$ cat src/rtl/wfd_pkg.sv
package wfd_pkg;
  localparam int NUM_WORKERS = 4;
  localparam int NUM_IMAGES  = 4;
  localparam int IMAGE_LEN   = 8;
  localparam int PKT_W       = 16;
  localparam int CNT_W       = 32;

  localparam int WID_W = $clog2(NUM_WORKERS);
  localparam int IMG_W = $clog2(NUM_IMAGES);
  localparam int IDX_W = $clog2(IMAGE_LEN);
  localparam int PAY_W = PKT_W - 1;

  localparam logic [PAY_W-1:0] IMG_SALT = PAY_W'('h2A00);

  typedef struct packed {
    logic             acceptReq;
    logic             loadCfg;
    logic             startCnt;
    logic             runCnt;
    logic             doneOk;
    logic             badId;
    logic [WID_W-1:0] tgt;
    logic [IMG_W-1:0] img;
    logic [IDX_W-1:0] idx;
  } ctlStrobes_t;

  // stored configuration images are computed, not loaded
  function automatic logic [PKT_W-1:0] imageWord(input logic [IMG_W-1:0] img,
                                                 input logic [IDX_W-1:0] idx);
    logic [PAY_W-1:0] pay;
    pay = PAY_W'(int'(img) * IMAGE_LEN + int'(idx));
    return {1'b1, pay ^ IMG_SALT};
  endfunction
endpackage

$ cat src/rtl/wfd_ctrl.sv
module wfd_ctrl
  import wfd_pkg::*;
(
  input  logic                         clk,
  input  logic                         rstN,
  input  logic                         cfgReqValid,
  input  logic [WID_W-1:0]             cfgReqWorker,
  input  logic [IMG_W-1:0]             cfgReqImage,
  input  logic                         tgtSlotFree,
  input  logic                         tgtCfgSent,
  input  logic [NUM_WORKERS-1:0]       idValid,
  input  logic [NUM_WORKERS*WID_W-1:0] idData,
  output logic                         cfgReqReady,
  output ctlStrobes_t                  ctl
);
  typedef enum logic [1:0] {ST_IDLE, ST_STREAM, ST_WAIT} state_t;

  state_t           state;
  logic [WID_W-1:0] tgtQ;
  logic [IMG_W-1:0] imgQ;
  logic [IDX_W-1:0] idxQ;
  logic             firstPend;
  logic             counting;

  always_comb begin
    ctl           = '0;
    ctl.tgt       = tgtQ;
    ctl.img       = imgQ;
    ctl.idx       = idxQ;
    cfgReqReady   = (state == ST_IDLE);
    ctl.acceptReq = cfgReqReady && cfgReqValid;
    ctl.loadCfg   = (state == ST_STREAM) && tgtSlotFree;
    ctl.startCnt  = firstPend && tgtCfgSent;
    ctl.runCnt    = counting;
    for (int w = 0; w < NUM_WORKERS; w++) begin
      if (idValid[w]) begin
        if ((state == ST_WAIT) && (WID_W'(w) == tgtQ) &&
            (idData[w*WID_W +: WID_W] == tgtQ))
          ctl.doneOk = 1'b1;
        else
          ctl.badId = 1'b1;
      end
    end
  end

  always_ff @(posedge clk) begin
    if (!rstN) begin
      state     <= ST_IDLE;
      tgtQ      <= '0;
      imgQ      <= '0;
      idxQ      <= '0;
      firstPend <= 1'b0;
      counting  <= 1'b0;
    end else begin
      if (ctl.startCnt) begin
        firstPend <= 1'b0;
        counting  <= 1'b1;
      end
      case (state)
        ST_IDLE: if (ctl.acceptReq) begin
          tgtQ      <= cfgReqWorker;
          imgQ      <= cfgReqImage;
          idxQ      <= '0;
          firstPend <= 1'b1;
          state     <= ST_STREAM;
        end
        ST_STREAM: if (ctl.loadCfg) begin
          idxQ <= idxQ + 1'b1;
          if (idxQ == IDX_W'(IMAGE_LEN - 1)) state <= ST_WAIT;
        end
        ST_WAIT: if (ctl.doneOk) begin
          counting <= 1'b0;
          state    <= ST_IDLE;
        end
        default: state <= ST_IDLE;
      endcase
    end
  end
endmodule

$ cat src/rtl/wfd_dpath.sv
module wfd_dpath
  import wfd_pkg::*;
(
  input  logic                         clk,
  input  logic                         rstN,
  input  ctlStrobes_t                  ctl,
  input  logic [WID_W-1:0]             cfgReqWorker,
  input  logic                         workValid,
  input  logic [PAY_W-1:0]             workData,
  output logic                         workReady,
  input  logic [NUM_WORKERS-1:0]       pktReady,
  output logic [NUM_WORKERS-1:0]       pktValid,
  output logic [NUM_WORKERS*PKT_W-1:0] pktData,
  output logic                         tgtSlotFree,
  output logic                         tgtCfgSent,
  output logic [CNT_W-1:0]             lastCycles,
  output logic [WID_W-1:0]             lastWorker,
  output logic                         idError
);
  logic [NUM_WORKERS-1:0] slotValid;
  logic [PKT_W-1:0]       slotData [NUM_WORKERS];
  logic [NUM_WORKERS-1:0] inRot;
  logic [NUM_WORKERS-1:0] reqMask;
  logic [NUM_WORKERS-1:0] effRot;
  logic [WID_W-1:0]       rrPtr;
  logic [WID_W-1:0]       nextW;
  logic                   found;
  logic                   workTake;
  logic [CNT_W-1:0]       cnt;

  always_comb begin
    reqMask = ctl.acceptReq ? (NUM_WORKERS'(1) << cfgReqWorker) : '0;
    effRot  = inRot & ~reqMask;
    found   = 1'b0;
    nextW   = '0;
    for (int k = 0; k < NUM_WORKERS; k++) begin
      logic [WID_W-1:0] cand;
      cand = WID_W'((int'(rrPtr) + k) % NUM_WORKERS);
      if (!found && effRot[cand]) begin
        found = 1'b1;
        nextW = cand;
      end
    end
    workReady   = found && !slotValid[nextW];
    workTake    = workValid && workReady;
    tgtSlotFree = !slotValid[ctl.tgt];
    tgtCfgSent  = slotValid[ctl.tgt] && pktReady[ctl.tgt] && slotData[ctl.tgt][PKT_W-1];
  end

  for (genvar w = 0; w < NUM_WORKERS; w++) begin : g_slot
    always_ff @(posedge clk) begin
      if (!rstN) begin
        slotValid[w] <= 1'b0;
        slotData[w]  <= '0;
      end else if (ctl.loadCfg && (ctl.tgt == WID_W'(w))) begin
        slotValid[w] <= 1'b1;
        slotData[w]  <= imageWord(ctl.img, ctl.idx);
      end else if (workTake && (nextW == WID_W'(w))) begin
        slotValid[w] <= 1'b1;
        slotData[w]  <= {1'b0, workData};
      end else if (pktReady[w]) begin
        slotValid[w] <= 1'b0;
      end
    end
    assign pktValid[w]                = slotValid[w];
    assign pktData[w*PKT_W +: PKT_W]  = slotData[w];
  end

  always_ff @(posedge clk) begin
    if (!rstN) begin
      inRot      <= '1;
      rrPtr      <= '0;
      cnt        <= '0;
      lastCycles <= '0;
      lastWorker <= '0;
      idError    <= 1'b0;
    end else begin
      inRot <= effRot | (ctl.doneOk ? (NUM_WORKERS'(1) << ctl.tgt) : '0);
      if (workTake) rrPtr <= WID_W'((int'(nextW) + 1) % NUM_WORKERS);
      if (ctl.startCnt)    cnt <= CNT_W'(1);
      else if (ctl.runCnt) cnt <= cnt + 1'b1;
      if (ctl.doneOk) begin
        lastCycles <= cnt;
        lastWorker <= ctl.tgt;
      end
      if (ctl.badId) idError <= 1'b1;
    end
  end
endmodule

$ cat src/rtl/workfarm_dispatcher.sv
module workfarm_dispatcher
  import wfd_pkg::*;
(
  input  logic                         clk,
  input  logic                         rstN,
  input  logic                         workValid,
  output logic                         workReady,
  input  logic [PAY_W-1:0]             workData,
  input  logic                         cfgReqValid,
  output logic                         cfgReqReady,
  input  logic [WID_W-1:0]             cfgReqWorker,
  input  logic [IMG_W-1:0]             cfgReqImage,
  output logic [NUM_WORKERS-1:0]       pktValid,
  input  logic [NUM_WORKERS-1:0]       pktReady,
  output logic [NUM_WORKERS*PKT_W-1:0] pktData,
  input  logic [NUM_WORKERS-1:0]       idValid,
  input  logic [NUM_WORKERS*WID_W-1:0] idData,
  output logic [CNT_W-1:0]             lastCycles,
  output logic [WID_W-1:0]             lastWorker,
  output logic                         idError
);
  ctlStrobes_t ctl;
  logic        tgtSlotFree;
  logic        tgtCfgSent;

  wfd_ctrl u_ctrl (
    .clk(clk), .rstN(rstN),
    .cfgReqValid(cfgReqValid), .cfgReqWorker(cfgReqWorker), .cfgReqImage(cfgReqImage),
    .tgtSlotFree(tgtSlotFree), .tgtCfgSent(tgtCfgSent),
    .idValid(idValid), .idData(idData),
    .cfgReqReady(cfgReqReady), .ctl(ctl)
  );

  wfd_dpath u_dpath (
    .clk(clk), .rstN(rstN), .ctl(ctl), .cfgReqWorker(cfgReqWorker),
    .workValid(workValid), .workData(workData), .workReady(workReady),
    .pktReady(pktReady), .pktValid(pktValid), .pktData(pktData),
    .tgtSlotFree(tgtSlotFree), .tgtCfgSent(tgtCfgSent),
    .lastCycles(lastCycles), .lastWorker(lastWorker), .idError(idError)
  );
endmodule

$ cat config.mk
export PLATFORM = sky130hd
export DESIGN_NAME = workfarm_dispatcher
export DESIGN_NICKNAME = d
export VERILOG_FILES = /design/src/rtl/wfd_pkg.sv /design/src/rtl/wfd_ctrl.sv /design/src/rtl/wfd_dpath.sv /design/src/rtl/workfarm_dispatcher.sv
export SDC_FILE = /design/constraint.sdc
export NUM_CORES = 1
export LEC_CHECK = 0
export BUFFER_PORTS_ARGS = -buffer_cell sky130_fd_sc_hd__buf_4
export CORE_ASPECT_RATIO = 0.8
export CORE_MARGIN = 1.5
export CORE_UTILIZATION = 49
export CTS_CLUSTER_DIAMETER = 30
export DETAILED_ROUTE_END_ITERATION = 8
export PLACE_DENSITY = 0.85
export SYNTH_ARGS = -nofsm -noshare
export SYNTH_HDL_FRONTEND = slang
export SYNTH_SLANG_ARGS = --single-unit
$ cat constraint.sdc
create_clock -name clk -period 4.1 [get_ports clk]
set_clock_uncertainty 0.15 [all_clocks]
set_input_delay 0.82 -clock clk [delete_from_list [all_inputs] [get_ports clk]]
set_output_delay 0.82 -clock clk [all_outputs]
set_load 0.02 [all_outputs]
; ---- Word-level counts from Yosys, hierarchy flattened
; Memory sizes are Yosys's and may differ from the RTL's. A register that Yosys moved wholly into a read port is not among the register bits.
; Index checks and enable logic that the tools add are counted.
[classes]
n_lt_le_gt_ge = 6
eq_ne = 20
n_addsub = 7
n_shift = 2
bitwise = 13
mux = 103
reduce_logical = 44
[ops]
columns = op, count
row1 = $mux W16, 8
row2 = $mux W1, 68
row3 = $add A32 B1 Y32 const B, 1
row4 = $mux W2, 14
row5 = $logic_and A1 B1 Y1, 26
row6 = $lt A2 B3 Y1 const B, 6
row7 = $bmux W1 S2, 7
row8 = $reduce_bool A3 Y1, 4
row9 = $eq A2 B2 Y1 const B, 5
row10 = $eq A2 B2 Y1, 4
row11 = $mux W4, 2
row12 = $or A1 B1 Y1, 8
row13 = $shl A1 B2 Y4 const A, 2
row14 = $add A5 B3 Y6, 1
row15 = $eq A2 B1 Y1 const B, 3
row16 = $logic_not A2 Y1, 3
row17 = $mux W3, 2
row18 = $ne A2 B1 Y1 const B, 3
row19 = $pmux W2 S3, 1
row20 = $pmux W3 S2, 1
row21 = $logic_not A1 Y1, 5
row22 = $add A2 B1 Y2 const B, 2
row23 = $add A2 B2 Y2 const B, 2
row24 = $and A4 B4 Y4, 1
row25 = other kinds (14), 16
[word_totals]
memories = 1
ram_bits = 64
out_inout_bits = 105
ff_bits = 88
in_bits = 39
elab_cells = 213
[memory_table]
columns = name, depth, width, rd, rd_clocked_by_memory_dff, wr, line_no
row1 = u_dpath.slotData, 4, 16, 5, 1, 4, wfd_dpath.sv:21  ; logic [PKT_W-1:0] slotData [NUM_WORKERS];

; ---- Longest topological paths before layout
; Gate-level depths: netlist (run 1).
[depth]
ltp_word = 28
depth_mapped = 12
mapped_depth_nobuf = 10

; ---- Modules after synthesis
; A second synthesis (run 1) with hierarchy kept.
[hier_totals]
hier_cells = 655
hier_area_um2 = 6610.1
[by_module_without_submodules]
columns = module, cells_per_inst, instances, area_per_inst_um2, seq_area_each_um2
row1 = wfd_dpath, 593, 1, 6029.5, 3463.3
row2 = wfd_ctrl, 62, 1, 580.6, 220.2

; ---- Worst setup path before layout (run 1)
; Ideal clock, no wire load.
[synth_timing]
path_type = input-to-reg
startpoint = input port cfgReqWorker[0]
endpoint = memory u_dpath.slotData[0][0], enable pin
required_ps = 3556
setup_slack_ps = -72
stages = 8
arrival_time_ps = 3628
path_buffers = 0
setup_time_ps = 394
cell_sequence = or3b_1 o21ai_1 o22ai_1 a211oi_2 inv_2 a2111oi_4 nor2_1 o211ai_1
[synth_lines]
columns = item, line_no
row1 = "start, declared", workfarm_dispatcher.sv:11  ; input logic [WID_W-1:0] cfgReqWorker,
row2 = "end, declared", wfd_dpath.sv:21

; ---- Worst setup path in the final report (run 1)
[layout_timing]
startpoint = input port cfgReqWorker[1]
endpoint = output port workReady
[layout_via]
elab_chain_len = 20
word_cells_on_any_way = 30
cone_classes = shift: 1 / mux: 19 / bitwise: 2 / reduce/logical: 8
[layout_rtl]
columns = item, line_no
row1 = $shl A1 B2 Y4 *, wfd_dpath.sv:32  ; reqMask = ctl.acceptReq ? (NUM_WORKERS'(1) << cfgReqWorker) : '0;
row2 = $mux W4 *, wfd_dpath.sv:32
row3 = $not A4 Y4 *, wfd_dpath.sv:33  ; effRot = inRot & ~reqMask;
row4 = $and A4 B4 Y4 *, wfd_dpath.sv:33
row5 = $bmux W1 S2, wfd_dpath.sv:39  ; if (!found && effRot[cand]) begin
row6 = $mux W1 (implied by the code), wfd_dpath.sv:39
row7 = $mux W1, wfd_dpath.sv:39
row8 = $logic_not A1 Y1, wfd_dpath.sv:39
row9 = (+4 left out), n/a
row10 = $mux W1, wfd_dpath.sv:39
row11 = $logic_not A1 Y1, wfd_dpath.sv:39
row12 = $logic_and A1 B1 Y1, wfd_dpath.sv:39
row13 = $mux W2, wfd_dpath.sv:39
row14 = $bmux W1 S2, wfd_dpath.sv:44  ; workReady = found && !slotValid[nextW];
row15 = $mux W1 (implied by the code), wfd_dpath.sv:44
row16 = $logic_not A1 Y1, wfd_dpath.sv:44
row17 = $logic_and A1 B1 Y1 *, wfd_dpath.sv:44
row18 = "end, declared", workfarm_dispatcher.sv:7  ; output logic workReady,
; Every way passes the cells marked *; elsewhere a longest branch is shown, timed or not. The select of a mux whose other input is x is not followed.

==> reports/metrics.yaml, run 1 <==
status: "finished clean"
dieArea_sq_mm: 0.01371
antenna_found_initial: 0
ios: 144
intPower_mw: 3.147
synthFlopType: "dfxtp_1"
synth_top_area_cell: "edfxtp_1"
worstPathArrival_ns: 2.74
stdcell_count: 974
layout_commonest_cell: "buf_4"
yosysTopAreaCellShare: 0.3015
place_area_sq_mm: 0.007631
syn_avg_cell_area_sq_um: 9.884
netlist_instances: 645
crit_path_frequent_cell: "buf_4"
synthesis.nets: 691
hp-class: "flip-flop to flip-flop"
path_buf_inv: 2
drive_gt1_frac: 0.2428
finish.instance_area_sq_mm: 0.008230
hpwl_um: 11610
layout_common_cells: "buf_4, nand2_1, dfxtp_1, nor2_1, edfxtp_1"
cp.required_ns: 3.13
totalPowerFinal_mw: 4.499
grt_overflow: 0
num_vias: 5348
setup_viol: 0
fillers: 1044
ir_drop_mv: 0.3434
drt-total-wl_um: 16300
sequentialPowerShare: 0.427
fmax_mhz: 269.4
yosysWarnings: 0
clock-sinks: 154
crit_path_start_kind: "input port"
setup-tns-final_ns: 0
cts_hold_buffers: 0
final_max_slew_viol_count: 0
slowest_delay_ns: 0.38
routedWlPerCell_um: 16.73
synth_area_sq_mm: 0.006375
rsz0062_at_grt: "no"
cts_root_buf: "clkbuf_16"
r2r_slack_ns: 0.63
power_density_mw_per_mm2: 546.6
h-tree-depth: 4
nets: 832
fp.coreArea_sq_mm: 0.01278
detail-route-antenna-nets: 0
die_h_um: 105.0
port_buffers: 143
switchingPower_mw: 1.352
clk_latency_ns: 0.41
timing.rr.end: "u_dpath.slotData[3][0]"
cts-resized-gates: 0
pwr-share-comb: 0.223
rows: 37
maxCapViolations: 0
synth-async-reset-ratio: 0
dieWidth_um: 130.5
yosysSeqAreaShare: 0.5841
endpoint_kind: "output port"
switching_share: 0.3006
whs_path_depth: 2
grt_usage: 0.2451
clockBufferDepth: 2
critPathKind: "input port to output port"
period_needed_ns: 3.712
whs_ns: 0.3011
holdPathEnd: "u_dpath.lastCycles[18]"
start_util: 0.4989
critPathSlowestCell: "o21ai_0"
grt_start_max_net_pins: 37
drt_iter0_drc: 611
viasPerCell: 5.491
hold_violations: 0
synth-seq-cells: 154
diodes: 0
synthDistinctLibCells: 49
crit_path_max_fanout: 7
path_cells: "buf_4 -> or2_1 -> o21ai_0 -> a21o_1 -> and2_1 -> a211oi_1 -> o21a_1 -> buf_4"
worstHoldStart: "u_dpath.lastCycles[18]"
cpLargestDelayFamily: "compound AO/OA/AOI/OAI gates"
clkTransAtPathRegs_ns: 0.06
gp_congestion: 0.9214
grt_pass1_wl_um: 25670
area_delta_synth_final_pct: 29.11
synthTopCellsByArea: "edfxtp_1, dfxtp_1, nand2_1"
final.period_utilization: 0.9054
timing.rr.start: "u_ctrl.state[0]"
synth_edf_count: 64
ff2ff_path_depth: 7
p_leak_nw: 3.260
post-cts-setup-buffers: 0
worstMarginPinSlew_ns: 1.109
clockPowerShare: 0.351
drtPass1Iterations: 5
numCtsBuffers: 17
cts_tree: "done"
grt_pass1_vias: 4984
max_slew_margin: 0.2577
post-place-cells: 942
drc_errors: 0
==> state kept, by name, summed over array words and instances, names as in the netlist, named ones only <==
| register | cells |
|---|---|
| u_dpath.slotData | 64 |
| u_ctrl.tgtQ | 2 |
| u_dpath.rrPtr | 2 |
| u_ctrl.firstPend | 1 |
| u_dpath.lastCycles | 32 |
| u_dpath.idError | 1 |
| u_ctrl.idxQ | 3 |
| u_ctrl.counting | 1 |
| u_ctrl.imgQ | 2 |
| u_dpath.lastWorker | 2 |
| u_dpath.cnt | 32 |
| u_ctrl.state | 2 |
| u_dpath.pktValid | 4 |
| u_dpath.inRot | 4 |
==> layer usage <==
layer  track usage  vias up  wire length, um
met3       0.06196       22             1211
met2        0.3628      264             7485
li1              -     2530                -
met5             0        -                0
met4       0.07143        0              247
met1        0.3551     2532             7354
==> synth_stat cells, types with 2 or more instances <==
library cell  count
and2_1            9
o21a_1            6
mux4_2            3
nor2_1           72
o221ai_1          2
a21oi_1          48
o21ai_0          20
dfxtp_1          90
o21ai_1          11
and4_1            5
nand2_1         121
edfxtp_1         64
nand3_1          31
buf_1             2
o22ai_1           2
xnor2_1           4
ha_1              7
and3_1            7
nand4_1          10
a211oi_1          2
clkbuf_1         26
nor3_1            6
mux2i_1           6
buf_2             3
o211ai_1         11
or3_1             3
a22o_1            5
nor2b_1           5
inv_1            14
xor2_1           25
a2111oi_4         2
nor3b_1           4
nand2b_1          3
==> how the worst max path moves through the flow <==
stage / from / end / cells past startpoint
after floorplan: cfgReqWorker[0] / u_dpath.slotData[0][0] / 8
after global placement: cfgReqWorker[0] / u_dpath.slotData[1][13] / 9
after detailed placement: cfgReqWorker[1] / u_dpath.slotData[1][1] / 8
after CTS: cfgReqWorker[1] / workReady / 8
after global routing: cfgReqWorker[1] / workReady / 8
final: cfgReqWorker[1] / workReady / 8
==> area by class of cell <==
cell class | count | area (sq um) | share of cell area
inverters | 16 | 60.06 | 0.007297
clock buffers | 18 | 429.2 | 0.05214
well taps | 175 | 219.0 | 0.02660
clock inverters | 14 | 170.2 | 0.02067
multi-input cells | 444 | 2480 | 0.3013
flip-flops and latches | 154 | 3724 | 0.4524
repair buffers | 153 | 1149 | 0.1396
==> worst min-delay path, stage by stage (launching register included) <==
cell and delay (ns):
dfxtp_1 0.31, nand2_1 0.05, a21oi_1 0.05
==> per-stage QoR <==
stage                     setup slack (ns)    util
after floorplan                    0.02828       -
after global placement              0.3733  0.5972
after detailed placement            0.1559  0.5972
after CTS                           0.4237  0.6441
after global routing                0.2499  0.6441
final                               0.3879  0.6441
==> cell families (layout without fill, tap and decap cells) <==
logic type      after synthesis  in the layout  synth area share
mux                           9              9           0.02002
fa+ha+maj                     7              7           0.01374
flops                       154            154            0.5841
simple gates                279            279            0.1941
xor+xnor                     29             29           0.03984
compound gates              120            120            0.1199
buf+inv                      47            201           0.02826
==> power by group through the flow <==
stage                     Clock, mW  Combinational (mW)  Sequential [mW]
after global placement            0               0.957             1.94
after floorplan                   0               0.334             2.14
after detailed placement          0               0.984             1.95
final                          1.58                1.00             1.92
after CTS                      1.59               0.992             1.92
after global routing           1.67                1.06             1.93
No activity file was read; power rests on OpenSTA's default activity.
==> run 2: changes to the inputs <==
==> constraint.sdc (replaced) <==
create_clock -name clk -period 4.1 [get_ports clk]
set_clock_uncertainty 0.15 [all_clocks]
set_input_delay 0.205 -clock clk [delete_from_list [all_inputs] [get_ports clk]]
set_output_delay 0.205 -clock clk [all_outputs]
set_load 0.02 [all_outputs]
==> run 2 against run 1 <==
  * Maximum frequency decreased by 1.3%
  * Sequential share of layout area decreased by 1.3 points
  * Via count increased by 3.2%
  * Clock power increased by 4%
  * Non-clock buffer count increased by 22
  * Cell count increased by 2.3%
  * Flip-flop and latch count unchanged
  * Clock-buffer cell count increased by 1
==> reports/metrics.yaml, run 2 (synthesized netlist as in run 1, its figures left out) <==
status: "finished clean"
hpwl_um: 11670
clockBufferDepth: 2
clockPowerShare: 0.358
totalPowerFinal_mw: 4.576
clk_latency_ns: 0.42
worstMarginPinSlew_ns: 1.115
diodes: 0
setup-tns-final_ns: 0
switching_share: 0.3019
intPower_mw: 3.194
ir_drop_mv: 0.3371
drive_gt1_frac: 0.2314
setup_viol: 0
maxCapViolations: 0
max_slew_margin: 0.2536
grt_overflow: 0
top_register: "u_dpath.slotData"
largest_register_ffs: 64
drt-total-wl_um: 17140
final_max_slew_viol_count: 0
crit_path_max_fanout: 16
stdcell_count: 996
endpoint_kind: "flip-flop"
gp_congestion: 0.9574
sequentialPowerShare: 0.422
critPathKind: "input port to flip-flop"
dieArea_sq_mm: 0.01371
worstPathArrival_ns: 3.72
antenna_found_initial: 0
crit_path_start_kind: "input port"
timing.rr.end: "u_dpath.slotData[3][7]"
switchingPower_mw: 1.381
fin_util: 0.6625
area_delta_synth_final_pct: 32.78
hold_violations: 0
rsz0062_at_grt: "no"
crit_end: "u_dpath.slotData[3][7]"
layout_commonest_cell: "buf_4"
detail-route-antenna-nets: 0
drc_errors: 0
critPathLaunch: "cfgReqWorker[0]"
clkTransAtPathRegs_ns: 0.06
finish.instance_area_sq_mm: 0.008464
fillers: 964
grt_start_max_net_pins: 37
cp.required_ns: 4.06
place_area_sq_mm: 0.007615
ios: 144
power_density_mw_per_mm2: 540.6
final.period_utilization: 0.9178
dp_slack_ns: 0.5307
cts_tree: "done"
whs_ns: 0.009876
grt_usage: 0.2566
period_needed_ns: 3.763
cts_root_buf: "clkbuf_16"
h-tree-depth: 4
grt_pass1_vias: 5111
r2r_slack_ns: 0.43
hp-class: "input port to flip-flop"
numCtsBuffers: 17
clock-sinks: 154
pwr-share-comb: 0.221
num_vias: 5519
drtPass1Iterations: 5
dieWidth_um: 130.5
fp.coreArea_sq_mm: 0.01278
die_h_um: 105.0
fin_ws_ns: 0.3372
fmax_mhz: 265.8
rows: 37
post-place-cells: 941
timing.rr.start: "u_ctrl.state[0]"
viasPerCell: 5.541
p_leak_nw: 3.371
layout_common_cells: "buf_4, nand2_1, dfxtp_1, nor2_1, edfxtp_1"
port_buffers: 143
routedWlPerCell_um: 17.21
ff2ff_path_depth: 9
nets: 854
drt_iter0_drc: 413
start_util: 0.4989
grt_pass1_wl_um: 26630
top_regs: "u_dpath.slotData (64), u_dpath.cnt (32), u_dpath.lastCycles (32)"
[run 2: per-layer routing]
metal,vias up,global-route usage,share of wire
met5,-,0,0
met4,0,0.1193,0.031
met3,46,0.06708,0.089
met2,305,0.3936,0.47
met1,2589,0.3389,0.41
li1,2579,-,-
[run 2: worst min path at each step]
| stage | startpoint | to | slack, ns | depth (start not counted) |
|---|---|---|---|---|
| global route | pktReady[0] | u_dpath.pktValid[0] | 0.02 | 3 |
| global placement | u_dpath.lastCycles[4] | u_dpath.lastCycles[4] | 0.29 | 2 |
| finish | idData[3] | u_dpath.inRot[1] | 0.01 | 4 |
| detailed placement | u_dpath.lastCycles[29] | u_dpath.lastCycles[29] | 0.29 | 2 |
| CTS | idData[3] | u_dpath.inRot[1] | 0.01 | 4 |
| floorplan | pktReady[1] | u_dpath.pktValid[1] | 0.19 | 1 |
[run 2: final cells by class]
cell class | instances | area, sq um | area share
multi-input cells | 444 | 2471 | 0.2919
flip-flops and latches | 154 | 3724 | 0.4399
inverters | 16 | 60.06 | 0.007095
repair buffers | 175 | 1371 | 0.1620
clock inverters | 13 | 165.2 | 0.01951
clock buffers | 19 | 454.2 | 0.05366
well taps | 175 | 219.0 | 0.02587
[run 2: power groups by stage]
stage	Clock, mW	Sequential (mW)	Combinational (mW)
after CTS	1.65	1.92	0.992
after floorplan	0	2.14	0.331
after global routing	1.71	1.94	1.07
final	1.64	1.93	1.01
after detailed placement	0	1.95	0.971
after global placement	0	1.95	0.940
[run 2: what timing repair did]
item | in CTS | in global routing
setup buffers | 0 | 0
gates resized for setup | 0 | 0
hold buffers | 23 | 0
endpoints found under the hold margin | 30 | 0
endpoints found under the setup margin | 0 | 0
[run 2: critical path: stages]
cell and delay [ns]:
dlygate4sd3_1 0.55, buf_4 0.15, or3b_1 0.43, o21ai_1 0.25, o22ai_1 0.14, a211oi_2 0.52
inv_2 0.14, a2111oi_4 0.50, nor2_1 0.28, o211ai_1 0.25, buf_4 0.30
